**config.mk**
```make
export PLATFORM = sky130hd
export DESIGN_NAME = crc16r_accum
export DESIGN_NICKNAME = d
export VERILOG_FILES = /design/src/rtl/crc16r_pkg.sv /design/src/rtl/crc16r_step.sv /design/src/rtl/crc16r_accum.sv
export SDC_FILE = /design/constraint.sdc
export NUM_CORES = 1
export LEC_CHECK = 0
export BUFFER_PORTS_ARGS = -buffer_cell sky130_fd_sc_hd__clkbuf_2
export CAP_MARGIN = 20
export CORE_AREA = 3 3 55 57
export CTS_BUF_LIST = sky130_fd_sc_hd__clkbuf_4 sky130_fd_sc_hd__clkbuf_8 sky130_fd_sc_hd__clkbuf_16
export CTS_CLUSTER_SIZE = 25
export DETAILED_ROUTE_END_ITERATION = 16
export DIE_AREA = 0 0 58 60
export GPL_TIMING_DRIVEN = 0
export PLACE_DENSITY = 0.79
export SLEW_MARGIN = 15
export SYNTH_ARGS = -nofsm -noshare
export SYNTH_HDL_FRONTEND = slang
export SYNTH_HIERARCHICAL = 1
export SYNTH_SLANG_ARGS = --single-unit
export TNS_END_PERCENT = 20
```
**constraint.sdc**
```tcl
create_clock -name clk -period 2.6 [get_ports clk]
set_input_delay 0.52 -clock clk [delete_from_list [all_inputs] [get_ports clk]]
set_output_delay 0.52 -clock clk [all_outputs]
set_load 0.01 [all_outputs]
```
**src/rtl/crc16r_pkg.sv**
```systemverilog
package crc16r_pkg;
  localparam int unsigned CRC_W  = 16;
  localparam int unsigned BYTE_W = 8;
  localparam logic [CRC_W-1:0] POLY_REFL = 16'h8408;
  localparam logic [BYTE_W-1:0] ENABLE_CODE = 8'h01;

  typedef logic [CRC_W-1:0]  crc_t;
  typedef logic [BYTE_W-1:0] byte_t;

  function automatic crc_t swap_bytes(input crc_t v);
    return {v[7:0], v[15:8]};
  endfunction
endpackage

```
**src/rtl/crc16r_step.sv**
```systemverilog
module crc16r_step
  import crc16r_pkg::*;
#(
  parameter int unsigned CW   = CRC_W,
  parameter int unsigned DW   = BYTE_W,
  parameter logic [CW-1:0] POLY = POLY_REFL
) (
  input  logic [CW-1:0] crc_in,
  input  logic [DW-1:0] data_in,
  output logic [CW-1:0] crc_next
);
  logic [CW-1:0] stage [0:DW];

  assign stage[0] = crc_in;

  for (genvar g = 0; g < DW; g++) begin : g_bit
    logic fb;
    assign fb = stage[g][0] ^ data_in[g];
    assign stage[g+1] = (stage[g] >> 1) ^ (fb ? POLY : '0);
  end

  assign crc_next = stage[DW];
endmodule

```
**src/rtl/crc16r_accum.sv**
```systemverilog
module crc16r_accum
  import crc16r_pkg::*;
#(
  parameter int unsigned CW = CRC_W,
  parameter int unsigned DW = BYTE_W,
  parameter logic [CW-1:0] POLY = POLY_REFL
) (
  input  logic          clk,
  input  logic          rst_n,
  input  logic          start,
  input  logic          beat,
  input  logic          last,
  input  logic [DW-1:0] data,
  output logic [CW-1:0] crc_q,
  output logic [CW-1:0] crc_final,
  output logic          close_evt
);
  logic          open_q;
  logic          active;
  logic [CW-1:0] base;
  logic [CW-1:0] stepped;
  logic [CW-1:0] nxt;

  crc16r_step #(.CW(CW), .DW(DW), .POLY(POLY)) u_step (
    .crc_in  (base),
    .data_in (data),
    .crc_next(stepped)
  );

  always_comb begin
    active    = start | open_q;
    base      = start ? '0 : crc_q;
    nxt       = (active && beat) ? stepped : base;
    close_evt = active & last;
    crc_final = nxt;
  end

  always_ff @(posedge clk) begin
    if (!rst_n) begin
      crc_q  <= '0;
      open_q <= 1'b0;
    end else begin
      if (active) crc_q <= nxt;
      if (start)       open_q <= !last;
      else if (open_q) open_q <= !last;
    end
  end
endmodule

```
==> flow_summary.yaml, run 1 <==
placement:
  dp.cells: 178
  portBuffers: 44
  post-place-ws_ns: -0.265
  gp_congestion: 0.740
  dp_hpwl_um: 2050
cells_and_area:
  fillers: 218
  drive_gt1_share_pct: 57.5
  seq_area_um2: 340
  final_cells: 183
  n_antenna_cell: 0
  multi_input_area_um2: 845
  areaGrowthSynthToFinish_pct: 28.7
  layout.nets: 167
logic_synthesis:
  synth_common_cells: "dfxtp_1 (17), a22o_2 (16), and2_1 (16)"
  synth_area_um2: 1210
  synth_top_area_share_pct: 28.1
  ys.flop_type: "dfxtp_1"
  ys_warn_count: 6
  synth_top_cell_by_area: "dfxtp_1"
  synth_edf_count: 0
  synth_most_common_cell: "dfxtp_1"
  syn_inst: 104
  synth_seq_cells: 17
  yosys-top-cells-area: "dfxtp_1 (28%), a22o_2 (13%), xor3_1 (12%), and2_1 (8.3%), nor2b_1 (5.7%)"
  ys_seq_area_share_pct: 28.1
  synthDistinctLibCells: 18
  avgSynthCellArea_um2: 11.6
  syn_nets: 117
  async_flop_share_pct: 0
global_route:
  grt_pass1_wl_um: 4460
  antenna_found_initial: 0
  overflow: 0
  grt_start_max_net_pins: 11
  grt_usage_pct: 17.1
  grt_pass1_vias: 969
detailed_routing:
  wl_per_cell_um: 14.7
  ant_nets: 0
  first_iter_violations: 24
  firstDrtPassIters: 4
  via_per_inst: 5.02
  wirelength_um: 2700
  vias: 918
  drc: 0
power_and_ir_drop:
  power.leakage_nw: 0.792
  p_comb_share_pct: 40.0
  power_density_nw_per_um2: 482
  pwr-share-seq_pct: 38.9
  p_int_w: 0.000523
  switching_share_pct: 30.4
  p_clk_share_pct: 21.1
  ir_drop_uv: 391
  switchingPower_w: 0.000229
sta:
  hold_ws_ns: 0.386
  fin_tns_setup_ns: 0
  setup_viol: 0
  relSlewSlack_pct: 73.4
  worst_pin_slew_ns: 0.396
  finalHoldViolCount: 0
  finalWorstSetupSlack_ns: 0.0613
  fin_crit_ns: 2.54
  skew_ns: 0.00113
  fmax_mhz: 394
  drv_slew: 0
  rsz0062_at_grt: "false"
  period_share_pct: 97.6
critical_path:
  cp.required_ns: 2.08
  path_cells: "buf_6 -> clkbuf_4 -> nor2b_4 -> xnor2_4 -> xnor3_1 -> a22o_2 -> clkbuf_2"
  ff2ff_setup_slack_ns: 0.84
  path_max_fanout: 10
  end_kind: "output pin"
  crit_arrival_ns: 2.02
  cp_slowest_stage_delay_ns: 0.45
  cp-start-kind: "primary input"
  slowest_stage: "xnor3_1"
  crit_type: "primary input to output pin"
floorplan:
  core_um2: 2520
  die_area_um2: 3480
  die_y_um: 60
  die_w_um: 58
  row_count: 18
  start_util_pct: 48.0
  ioPinCount: 46
outcome:
  status: "complete, no violations"
cts:
  cts_tree: "yes"
  cts_root_buffer: "clkbuf_4"
  cts.sinks: 17
  cts_buffers: 3
  clk_path_buf_depth: 2
  clock_latency_ns: 0.30
  clk_pin_slew_worst_paths_ns: 0.10
  htreeDepth: 1
min_path:
  hold_path.class: "primary input to register"
job:
  drv_cap: 0
worst paths after layout:
kind	from	end	depth (start not counted)
worst max-delay path	start	crc_final[8]	7
worst min-delay path	last	open_q$_SDFF_PN0_	2
worst max register to register	crc_q[3]$_SDFFE_PN0N_	crc_q[3]$_SDFFE_PN0N_	5
worst min register to register	open_q$_SDFF_PN0_	open_q$_SDFF_PN0_	2
sequential cells by signal, indices dropped and copies added, names as in the netlist:
signal,cells
open_q,1
crc_q,16
cell usage in the layout, fill, tap and decap left out:
cell and count:
clkbuf_2 44, dfxtp_1 17, a22o_2 16, and2_1 16, nor2b_1 10, buf_4 7, and2b_2 6, xnor2_1 6
xor3_1 6, clkbuf_4 5, xor2_1 4, xnor2_4 3, xnor3_1 3, buf_6 2, a21oi_4 1, o21a_4 1
nor2b_4 1, nor2_1 1, clkbuf_1 1, nor3b_1 1, xor2_2 1, xnor2_2 1
power groups by stage:
stage	logic, W	clock network (W)	registers, W
global placement	0.000287	0	0.000297
floorplan	0.000202	0	0.000304
detailed placement	0.000289	0	0.000298
finish	0.000301	0.000159	0.000292
global route	0.000324	0.000182	0.000295
CTS	0.000294	0.000165	0.000292
kinds of logic after synthesis:
family	Yosys count	share of synthesized area, %
AND/OR/NAND/NOR	35	19.2
XOR/XNOR	24	30.7
AO/OA/AOI/OAI	18	15.8
flip-flops	17	28.1
buffers and inverters	10	6.20
worst max-delay path, delay by kind of cell:
kind,cells,cell delay [ns]
xor gates and xnor gates,2,0.61
buffers and inverters,3,0.44
AOI/OAI and AO/OA,1,0.25
and+or+nand+nor,1,0.19
layer usage:
| layer | share of wire, % | global-route usage (%) |
|---|---|---|
| met1 | 42 | 19.4 |
| met2 | 52 | 30.6 |
| met3 | 4.6 | 3.67 |
| met4 | 1.5 | 7.62 |
| met5 | 0 | 0 |
final cells by class:
class                           count  area share, %
Buffer                             10           5.06
Clock buffer                        4           1.93
Multi-Input combinational cell     77           54.2
Timing Repair Buffer               45           14.6
Sequential cell                    17           21.8
Tap cell                           30           2.41
timing repair:
| action | CTS | global route |
|---|---|---|
| hold buffers | 0 | 0 |
| setup endpoints to repair | 7 | 5 |
| resized for setup | 3 | 5 |
| pin swaps | 1 | 1 |
| setup buffers | 1 | 0 |
| hold endpoints to repair | 0 | 0 |
metrics by stage:
step | area [um2] | total power (W) | util, %
floorplan | 1210 | 0.000506 | -
finish | 1560 | 0.000752 | 61.8
detailed placement | 1470 | 0.000587 | 58.2
global placement | 1470 | 0.000584 | 58.2
global route | 1560 | 0.000801 | 61.8
CTS | 1510 | 0.000751 | 60.0
Note: power is estimated with default switching activity, not from simulation.
==> run 2: changes to the inputs <==
--- a/config.mk
+++ b/config.mk
@@ -5,15 +5,16 @@
 export SDC_FILE = /design/constraint.sdc
 export NUM_CORES = 1
 export LEC_CHECK = 0
+export ABC_AREA = 1
 export BUFFER_PORTS_ARGS = -buffer_cell sky130_fd_sc_hd__clkbuf_2
 export CAP_MARGIN = 20
-export CORE_AREA = 3 3 55 57
+export CORE_AREA = 2 2 57 59
 export CTS_BUF_LIST = sky130_fd_sc_hd__clkbuf_4 sky130_fd_sc_hd__clkbuf_8 sky130_fd_sc_hd__clkbuf_16
 export CTS_CLUSTER_SIZE = 25
 export DETAILED_ROUTE_END_ITERATION = 16
-export DIE_AREA = 0 0 58 60
+export DIE_AREA = 0 0 59 61
 export GPL_TIMING_DRIVEN = 0
-export PLACE_DENSITY = 0.79
+export PLACE_DENSITY = 0.81
 export SLEW_MARGIN = 15
 export SYNTH_ARGS = -nofsm -noshare
 export SYNTH_HDL_FRONTEND = slang
==> run 2 against run 1 <==
Compared with the run above: sequential power shrank 2%; clock power shrank 8%; area after synthesis increased by 21%; clock skew grew 0.0058 ns; cell count increased by 91%; count of clock-buffer cells in the layout shrank 1; flip-flop and latch count did not move; wire length grew 18%; register-to-register slack improved by 0.37 ns; critical endpoint is now crc_final[12].
==> flow_summary.yaml, run 2 <==
outcome:
  status: "complete, no violations"
sta:
  setup_viol: 0
  relSlewSlack_pct: 67.3
  worst_pin_slew_ns: 0.490
  fmax_mhz: 417
  drv_slew: 0
  skew_ns: 0.00698
  hold_ws_ns: 0.396
  fin_crit_ns: 2.40
  finalHoldViolCount: 0
  period_share_pct: 92.3
min_path:
  hold_path.class: "primary input to register"
logic_synthesis:
  async_flop_share_pct: 0
  ys_warn_count: 6
  synth_area_um2: 1460
  ys.flop_type: "dfxtp_1"
  synth_edf_count: 0
  synth_most_common_cell: "nand2_1"
  synth_top_area_share_pct: 24.1
  avgSynthCellArea_um2: 5.44
  syn_inst: 269
  synthDistinctLibCells: 17
  ys_seq_area_share_pct: 23.3
  synth_seq_cells: 17
  synth_top_cell_by_area: "nand2_1"
  synth_common_cells: "nand2_1 (94), inv_1 (70), nand3_1 (26)"
  syn_nets: 282
  yosys-top-cells-area: "nand2_1 (24%), dfxtp_1 (23%), inv_1 (18%), nand3_1 (8.9%), nand2_2 (6.8%)"
cells_and_area:
  fillers: 327
  largest_register_ffs: 16
  mostFrequentLayoutCells: "nand2_1 (94), inv_1 (70), clkbuf_2 (44)"
  layout.nets: 331
  largestRegisters: "crc_q (16), open_q (1)"
  n_antenna_cell: 0
  final_common_cell: "nand2_1"
  post-route-cell-area_um2: 1760
  drive_gt1_share_pct: 27.4
  areaGrowthSynthToFinish_pct: 20.4
  regMostFlops: "crc_q"
detailed_routing:
  wirelength_um: 3190
  first_iter_violations: 25
  via_per_inst: 4.54
  wl_per_cell_um: 9.12
  firstDrtPassIters: 4
  vias: 1588
  drc: 0
  ant_nets: 0
critical_path:
  crit_type: "primary input to output pin"
  cp.required_ns: 2.08
  path_max_fanout: 10
  cp-start-kind: "primary input"
  slowest_stage: "buf_6"
  cp_common_cell: "inv_1"
  ff2ff_setup_slack_ns: 1.21
  crit_arrival_ns: 1.88
  path_buf_inv: 9
  path_delay_family: "buffers and inverters"
  cp_slowest_stage_delay_ns: 0.15
  path_cells: "clkbuf_2 -> clkinv_4 -> buf_6 -> nand2_1 -> inv_1 -> inv_2 -> nand2_2 -> nand2_2 -> nand2_4 -> nand2_4 -> buf_4 -> inv_1 -> nand3_1 -> nand2_1 -> inv_1 -> clkbuf_2"
  end_kind: "output pin"
floorplan:
  die_y_um: 61
  die_area_um2: 3600
  row_count: 20
  core_um2: 2950
  start_util_pct: 49.5
  die_w_um: 59
  ioPinCount: 46
cts:
  cts_tree: "yes"
  htreeDepth: 1
  cts_root_buffer: "clkbuf_4"
  clk_path_buf_depth: 2
  post_cts_buffers: 0
  cts_buffers: 3
  clk_pin_slew_worst_paths_ns: 0.11
  clock_latency_ns: 0.29
  cts.sinks: 17
placement:
  dp_hpwl_um: 2530
  placed_area_um2: 1720
  portBuffers: 44
  gp_congestion: 0.809
global_route:
  grt_pass1_wl_um: 5430
  grt_pass1_vias: 1452
  grt_usage_pct: 19.7
  grt_start_max_net_pins: 11
  antenna_found_initial: 0
  overflow: 0
power_and_ir_drop:
  power_density_nw_per_um2: 405
  ir_drop_uv: 235
  power.leakage_nw: 1.29
job:
  drv_cap: 0
run 2: power breakdown:
| part | total (W) | switching, W | internal, W |
|---|---|---|---|
| Combinational | 0.000281 | 0.000171 | 0.000110 |
| Sequential | 0.000286 | 0.00000838 | 0.000277 |
| Clock | 0.000147 | 0.0000901 | 0.0000572 |
run 2: logic make-up (layout without fill, tap and decap cells):
| kind of cell | after synthesis | in the layout | share of synthesized area (%) |
|---|---|---|---|
| buf+inv | 89 | 137 | 25.7 |
| compound gates | 1 | 1 | 0.599 |
| simple gates | 158 | 158 | 48.0 |
| flops | 17 | 17 | 23.3 |
| xor+xnor | 4 | 4 | 2.40 |
run 2: worst paths after layout:
| check | startpoint | end | depth (start not counted) |
|---|---|---|---|
| hold / removal | last | open_q$_SDFF_PN0_ | 2 |
| setup / recovery | start | crc_final[12] | 16 |
| hold reg to reg | crc_q[6]$_SDFFE_PN0N_ | crc_q[6]$_SDFFE_PN0N_ | 4 |
| setup reg to reg | crc_q[2]$_SDFFE_PN0N_ | crc_q[14]$_SDFFE_PN0N_ | 12 |
run 2: final cells by class:
cell class / instances / area, um2 / share of cell area, %
multi-input combinational: 163 / 746 / 42.4
sequential: 17 / 340 / 19.3
inverter: 78 / 298 / 16.9
timing repair buffer: 44 / 220 / 12.5
buffer: 11 / 87.6 / 4.98
tap: 33 / 41.3 / 2.35
clock buffer: 3 / 22.5 / 1.28
clock inverter: 1 / 5.00 / 0.284
run 2: worst register-to-register path: cells and delay by family (launching register included):
kind,cells,cell delay [ns]
and+or+nand+nor,8,0.61
DFF,1,0.34
buffers and inverters,4,0.32
run 2: routing by layer:
metal / vias up / global-route usage, % / wire length [um]
li1: 851 / - / -
met1: 696 / 23.1 / 1460
met2: 37 / 35.9 / 1550
met3: 4 / 1.92 / 143
met4: 0 / 9.42 / 44
met5: - / 0 / 0
run 2: metrics by stage:
| stage | utilization, % | total power (W) | TNS [ns] | instances | setup WS, ns |
|---|---|---|---|---|---|
| 2_1_floorplan | - | 0.000489 | 0 | 269 | 0.474 |
| 3_3_place_gp | 58.4 | 0.000567 | 0 | 346 | 0.0964 |
| 3_5_place_dp | 58.4 | 0.000572 | 0 | 346 | 0.0806 |
| 4_1_cts | 59.3 | 0.000721 | 0 | 350 | 0.0753 |
| 5_1_grt | 59.6 | 0.000774 | -0.00207 | 350 | -0.00207 |
| 6_report | 59.6 | 0.000714 | 0 | 350 | 0.200 |
run 2: timing repair:
item                       4_1_cts  5_1_grt
setup endpoints to repair        0        6
gates resized for setup          0        3
hold buffers                     0        0
